<file path="config.mk">
export PLATFORM = sky130hd
export DESIGN_NAME = fp_cmp_cc
export DESIGN_NICKNAME = d
export VERILOG_FILES = /design/src/rtl/fp_cmp_cc.sv
export SDC_FILE = /design/constraint.sdc
export NUM_CORES = 1
export LEC_CHECK = 0
export ABC_AREA = 1
export BUFFER_PORTS_ARGS = -buffer_cell sky130_fd_sc_hd__clkbuf_2
export CORE_UTILIZATION = 51
export DETAILED_ROUTE_END_ITERATION = 6
export PLACE_DENSITY = 0.88
export SYNTH_ARGS = -nofsm -noshare
export SYNTH_HDL_FRONTEND = slang
export SYNTH_SLANG_ARGS = --single-unit
</file>
<file path="constraint.sdc">
create_clock -name clk -period 1 [get_ports clk]
set_input_delay 0.05 -clock clk [delete_from_list [all_inputs] [get_ports clk]]
set_output_delay 0.05 -clock clk [all_outputs]
set_load 0.02 [all_outputs]
</file>
<file path="src/rtl/fp_cmp_cc.sv">
module fp_cmp_cc #(
  parameter int SR_W     = 32,
  parameter int FCC_LO   = 10,
  parameter int NV_ACC   = 5,
  parameter int NV_MASK  = 27,
  parameter int TT_W     = 8,
  parameter logic [7:0] TT_FPEXC = 8'h08
) (
  input  logic            clk,
  input  logic            rst_n,
  input  logic            start,
  input  logic            dbl,
  input  logic [63:0]     op_a,
  input  logic [63:0]     op_b,
  input  logic            sr_wr_en,
  input  logic [SR_W-1:0] sr_wr_data,
  output logic [SR_W-1:0] sr_rd_data,
  output logic            done,
  output logic            trap,
  output logic [TT_W-1:0] trap_type
);

  localparam int D_W    = 64;
  localparam int D_EXP  = 11;
  localparam int D_FRAC = D_W - 1 - D_EXP;
  localparam int S_W    = 32;
  localparam int S_EXP  = 8;
  localparam int S_FRAC = S_W - 1 - S_EXP;
  localparam int MAG_W  = D_W - 1;

  localparam logic [SR_W-1:0] TOUCHED =
    (SR_W'(3) << FCC_LO) | (SR_W'(1) << NV_ACC);
  localparam logic [SR_W-1:0] KEEP = ~TOUCHED;

  logic [SR_W-1:0] sr_q, sr_d;
  logic            done_q, trap_q;

  logic             sgn_a, sgn_b, nan_a, nan_b;
  logic [MAG_W-1:0] mag_a, mag_b;
  logic             unord, a_lt, a_gt;
  logic [1:0]       code;

  function automatic logic is_nan_d(input logic [D_W-1:0] v);
    return (&v[D_W-2 -: D_EXP]) && (|v[D_FRAC-1:0]);
  endfunction

  function automatic logic is_nan_s(input logic [S_W-1:0] v);
    return (&v[S_W-2 -: S_EXP]) && (|v[S_FRAC-1:0]);
  endfunction

  assign sgn_a = dbl ? op_a[D_W-1] : op_a[S_W-1];
  assign sgn_b = dbl ? op_b[D_W-1] : op_b[S_W-1];
  assign nan_a = dbl ? is_nan_d(op_a) : is_nan_s(op_a[S_W-1:0]);
  assign nan_b = dbl ? is_nan_d(op_b) : is_nan_s(op_b[S_W-1:0]);
  assign mag_a = dbl ? op_a[D_W-2:0] : MAG_W'(op_a[S_W-2:0]);
  assign mag_b = dbl ? op_b[D_W-2:0] : MAG_W'(op_b[S_W-2:0]);

  assign unord = nan_a | nan_b;

  always_comb begin
    a_lt = 1'b0;
    a_gt = 1'b0;
    if (mag_a == '0 && mag_b == '0) begin
      a_lt = 1'b0;
      a_gt = 1'b0;
    end else if (sgn_a != sgn_b) begin
      a_lt = sgn_a;
      a_gt = sgn_b;
    end else if (!sgn_a) begin
      a_lt = mag_a < mag_b;
      a_gt = mag_a > mag_b;
    end else begin
      a_lt = mag_a > mag_b;
      a_gt = mag_a < mag_b;
    end
  end

  assign code = unord ? 2'd3 : a_lt ? 2'd1 : a_gt ? 2'd2 : 2'd0;

  always_comb begin
    sr_d = sr_wr_en ? sr_wr_data : sr_q;
    if (start) begin
      sr_d[FCC_LO +: 2] = code;
      if (unord && !sr_q[NV_MASK]) sr_d[NV_ACC] = 1'b1;
    end
  end

  always_ff @(posedge clk or negedge rst_n) begin
    if (!rst_n) begin
      sr_q   <= '0;
      done_q <= 1'b0;
      trap_q <= 1'b0;
    end else begin
      sr_q   <= sr_d;
      done_q <= start;
      trap_q <= start & unord & sr_q[NV_MASK];
    end
  end

  assign sr_rd_data = sr_q;
  assign done       = done_q;
  assign trap       = trap_q;
  assign trap_type  = trap_q ? TT_W'(TT_FPEXC) : '0;

  assert_done_follows_start_R2: assert property (@(posedge clk) disable iff (!rst_n)
    start |=> done);

  assert_no_spurious_done_R2: assert property (@(posedge clk) disable iff (!rst_n)
    !start |=> !done);

  assert_trap_unordered_R7: assert property (@(posedge clk) disable iff (!rst_n)
    trap |-> (done && sr_rd_data[FCC_LO +: 2] == 2'd3));

  assert_trap_keeps_accrued_R7: assert property (@(posedge clk) disable iff (!rst_n)
    (start && !sr_wr_en) |=> (!trap || sr_rd_data[NV_ACC] == $past(sr_rd_data[NV_ACC])));

  assert_untrapped_accrues_R8: assert property (@(posedge clk) disable iff (!rst_n)
    (done && !trap && sr_rd_data[FCC_LO +: 2] == 2'd3) |-> sr_rd_data[NV_ACC]);

  assert_compare_keeps_others_R10: assert property (@(posedge clk) disable iff (!rst_n)
    (start && !sr_wr_en) |=> ((sr_rd_data & KEEP) == ($past(sr_rd_data) & KEEP)));

  assert_idle_holds_R10: assert property (@(posedge clk) disable iff (!rst_n)
    (!start && !sr_wr_en) |=> $stable(sr_rd_data));

  assert_no_type_without_trap_R11: assert property (@(posedge clk) disable iff (!rst_n)
    !trap |-> (trap_type == '0));

endmodule

</file>
-- Word level (Yosys, flattened, before mapping)
Index checks and enable logic that the tools add are counted.
- $lt $le $gt $ge: 2
- eq/ne operators: 1
- multiplexer cells: 20
- bitwise operators: 3
- reduce and logical (&&, ||, !) cells: 18
- operators with widths (kind ; count):
    $logic_not A63 Y1 ; 2
    $mux W63 ; 2
    $reduce_or A52 Y1 ; 2
    $gt A63 B63 Y1 ; 1
    $lt A63 B63 Y1 ; 1
    $reduce_or A23 Y1 ; 2
    $reduce_and A11 Y1 ; 2
    $reduce_and A8 Y1 ; 2
    $mux W1 ; 12
    $mux W12 ; 1
    $mux W2 ; 4
    $logic_and A1 B1 Y1 ; 6
    $mux W4 ; 1
    $and A1 B1 Y1 ; 2
    $reduce_bool A2 Y1 ; 1
    $logic_not A1 Y1 ; 1
    $ne A1 B1 Y1 ; 1
    $or A1 B1 Y1 ; 1
- register bits: 34
- input port bits: 165

-- Depth between registers and ports, before layout
- word-level depth: 9
- depth in mapped cells: 21

-- Worst setup path before layout
Ideal clock, no wire load.
- path kind: in2reg
- start point: input dbl
- end point: register sr_q[10] (netlist: sr_rd_data[10])
- library setup time: 117 ps
- data arrival time: 1732 ps
- data required time: 883 ps
- path slack: -848 ps
- stages: 17
- path through: buf_6 -> buf_2 -> buf_2 -> nand2_1 -> ha_1 -> nand2_1 -> nor2_1 -> nand4_1 -> nor2_1 -> nor2b_1 -> nand2_1 -> nand2_1 -> a21oi_1 -> nand2_1 -> nand2_1 -> nand2_1 -> nand2_1
- longest elaborated chain between the ends: 8
- elaborated cells between the ends (all ways): 19
- ends and longest elaborated chain (item ; line ; RTL):
    from (decl) ; 12 ; input logic dbl,
    $mux W63 (on tied branches) ; 55, 56 ;
    $lt A63 B63 Y1 / $gt A63 B63 Y1 (equally long branches) ; 70, 73 ;
    $mux W1 ; 69 ; end else if (!sgn_a) begin
    $mux W1 ; 66 ; end else if (sgn_a != sgn_b) begin
    $mux W1 ; 63 ; if (mag_a == '0 && mag_b == '0) begin
    $mux W2 ; 78 ; assign code = unord ? 2'd3 : a_lt ? 2'd1 : a_gt ? 2'd2 : 2'd0;
    $mux W2 (*) ; 78 ;
    $mux W2 (*) ; 82 ; if (start) begin
    to (signal assigned) ; 94 ; sr_q <= sr_d;
    to (decl) ; 35 ; logic [SR_W-1:0] sr_q, sr_d;
Every way passes the cells marked *; elsewhere a longest branch is shown, timed or not.
A chain may end at the register's enable or synchronous reset.

-- Worst setup path in the final report
- start point: input dbl
- end point: register sr_q[11] (netlist: sr_rd_data[11])
- longest elaborated chain between the ends: 9
- elaborated cells between the ends (all ways): 23
- ends and longest elaborated chain (item ; line):
    $mux W63 (on tied branches) ; 55, 56
    $gt A63 B63 Y1 / $lt A63 B63 Y1 (equally long branches) ; n/a
    $mux W1 ; 69
    $mux W1 ; 66
    $mux W1 ; 63
    $mux W2 (2 in series) ; 78
    $mux W2 (*) ; 78
    $mux W2 (*) ; 82
Marked as above.

==> results.json <==
{
  "postPlaceCellArea_mm2": 0.00578,
  "leakagePower_nw": 4.00,
  "slowest_delay_ps": 310,
  "cts_max_level": 2,
  "numCtsBuffers": 5,
  "critPathMaxFanout": 7,
  "worstPathCellList": "clkbuf_16 > buf_16 > nand2_2 > inv_1 > ha_1 > nand2_1 > inv_1 > nand2_1 > nand2_1 > nand2_1 > nand2_1 > nand2_1 > nand2_1 > a21oi_2 > nand2_2 > nand2_2 > nand2_1 > nand2_1 > nand2_1 > nand2_1 > nand2_1",
  "skew_ps": 0.0543,
  "core-area_mm2": 0.00785,
  "cts.clk_slew.worst_paths_ps": 60,
  "status": "complete, but fails checks",
  "antenna_left": 0,
  "place.gp.congestion": 0.907,
  "drt_iter0_drc": 631,
  "setup_ws_ps": -978,
  "power.total_mw": 5.47,
  "synth.yosys.seq_area_share_pct": 20.3,
  "failed_checks": "DRC, setup timing",
  "synth-seq-cells": 34,
  "routed-wl-met2_um": 8850,
  "max_freq_ghz": 0.505,
  "fin_crit_sh_pct": 198,
  "synthDistinctLibCells": 26,
  "async_flop_share_pct": 100,
  "p_per_area_mw_per_mm2": 797,
  "start_util_pct": 53.5,
  "diodes": 0,
  "pre_cts_slack_ps": -1040,
  "die_x_um": 92.8,
  "io_buffers": 199,
  "yosysTopAreaCell": "nand2_1",
  "grt_pass1_wl_um": 27000,
  "cts.sinks": 34,
  "cp-end-kind": "flip-flop",
  "clock_latency_ps": 280,
  "wire_per_inst_um": 17.4,
  "ys_warn_count": 0,
  "synthTopCellsByCount": "272 x nand2_1, 93 x inv_1, 81 x nor2_1",
  "hp-class": "in -> reg",
  "synth_top_cells_by_area": "nand2_1 24%, dfrtp_1 20%, ha_1 19%",
  "wl_met3_um": 2250,
  "wl_um": 19100,
  "cp.arrival_ps": 2140,
  "io_pins": 207,
  "ys.flop_type": "dfrtp_1",
  "rsz0062_at_grt": "true",
  "critPathRequiredTime_ps": 1170,
  "grt_usage_pct": 40.2,
  "maxUsedRoutingLayer": "met4",
  "die_h_um": 92.8,
  "rows": 32,
  "final_cells": 1098,
  "fin_hold_ws_ps": 32.4,
  "setup_viol": 4,
  "cp-start-kind": "input pin",
  "syn_area_mm2": 0.00420,
  "drv_slew": 0,
  "dieArea_mm2": 0.00860,
  "synth_edf_count": 0,
  "clockRootBuffer": "clkbuf_8",
  "wl_met1_um": 6350,
  "crit_type": "in -> reg",
  "drtPass1Iterations": 7,
  "drc": 1,
  "yosysTopAreaCellShare_pct": 24.3,
  "dp.cells": 1048,
  "grt_max_degree": 35,
  "layout_min_cycle_time_ps": 1980,
  "cpLargestDelayFamily": "simple AND/OR/NAND/NOR gates",
  "synth.most_common_cell": "nand2_1",
  "hpwl_um": 11000,
  "antenna_found_initial": 0,
  "post-route-cell-area_mm2": 0.00686,
  "cpMostUsedCell": "nand2_1",
  "slowest_stage": "ha_1",
  "grt_pass1_vias": 5830,
  "cts_buffer_depth": 2,
  "synth_cells": 696,
  "nNetsFinal": 1223,
  "nFillCells": 445,
  "max_cap_violations": 0,
  "syn2layout_area_growth_pct": 63.3,
  "drive_gt1_share_pct": 40.1,
  "cts_tree": "yes",
  "grt-ovfl-total": 0,
  "ir_drop_mv": 0.844,
  "avgSynthCellArea_um2": 6.03,
  "critPathBufInv": 4,
  "hold_violations": 0,
  "viasPerCell": 5.74,
  "num_vias": 6303
}
==> final timing paths <==
path                                 from        endpoint  slack, ps  cells after the start
min                              sr_wr_en  sr_rd_data[27]         30                      2
min reg2reg                sr_rd_data[15]  sr_rd_data[15]        470                      2
max in group asynchronous           rst_n  sr_rd_data[10]        330                      3
max reg2reg                sr_rd_data[11]  sr_rd_data[11]        300                      2
min in group asynchronous           rst_n  sr_rd_data[21]        370                      3
max                                   dbl  sr_rd_data[11]       -980                     21
==> cells in the final DEF (no fill, tap or decap), types with 23 or more instances in the layout <==
| cell | synthesis | routed |
|---|---|---|
| nand4_1 | 28 | 28 |
| inv_1 | 93 | 83 |
| nand3_1 | 28 | 23 |
| dfrtp_1 | 34 | 34 |
| dlygate4sd3_1 | 0 | 31 |
| clkbuf_2 | 0 | 198 |
| nor2_1 | 81 | 67 |
| nand2_1 | 272 | 237 |
| buf_4 | 8 | 69 |
| ha_1 | 63 | 46 |
| nand2_2 | 9 | 33 |
==> cells by family (layout without fill, tap and decap cells) <==
family / after synthesis / in the layout / synth area share [%]
fa+ha+maj: 63 / 63 / 18.8
buf+inv: 120 / 414 / 12.3
compound gates: 37 / 37 / 4.68
simple gates: 441 / 441 / 43.9
flops: 34 / 34 / 20.3
other cells: 1 / 7 / 0.0893
==> metal layers <==
| layer | GRT usage (%) | vias up |
|---|---|---|
| li1 | - | 2794 |
| met1 | 44.1 | 2762 |
| met2 | 70.1 | 550 |
| met3 | 9.11 | 197 |
| met4 | 24.7 | 0 |
| met5 | 0 | - |
==> state kept, by name (all words and copies together) (netlist names) <==
register and flops:
sr_rd_data 32, trap 1, done 1
==> repair_timing <==
action	4_1_cts	5_1_grt
gates cloned	5	0
hold buffers	31	0
resized for setup	79	37
hold endpoints to repair	64	0
endpoints found under the setup margin	4	4
setup buffers	3	3
pin swaps	35	17
==> per-stage QoR <==
stage,utilization [%],TNS (ps)
after detailed placement,73.7,-3040
final,87.4,-2110
after floorplan,-,-1400
after CTS,85.0,-1340
after global placement,73.7,-2910
after global routing,87.4,-2720
==> where the power goes <==
group          total [mW]  switching, mW  internal [mW]  leakage (nW)
sequential           1.58         0.0861           1.50         0.412
combinational        2.85           1.61           1.24          3.54
clock                1.04          0.487          0.555        0.0482
total                5.47           2.18           3.29          4.00
==> layout make-up <==
cell class	count	area [µm²]	share of cell area (%)
well taps	102	128	1.86
repair buffers	309	2050	29.9
clock inverters	1	5.00	0.0730
multi-input cells	548	3370	49.1
clock buffers	7	86.3	1.26
inverters	97	369	5.38
flip-flops and latches	34	851	12.4
(Power assumes the default switching activity.)
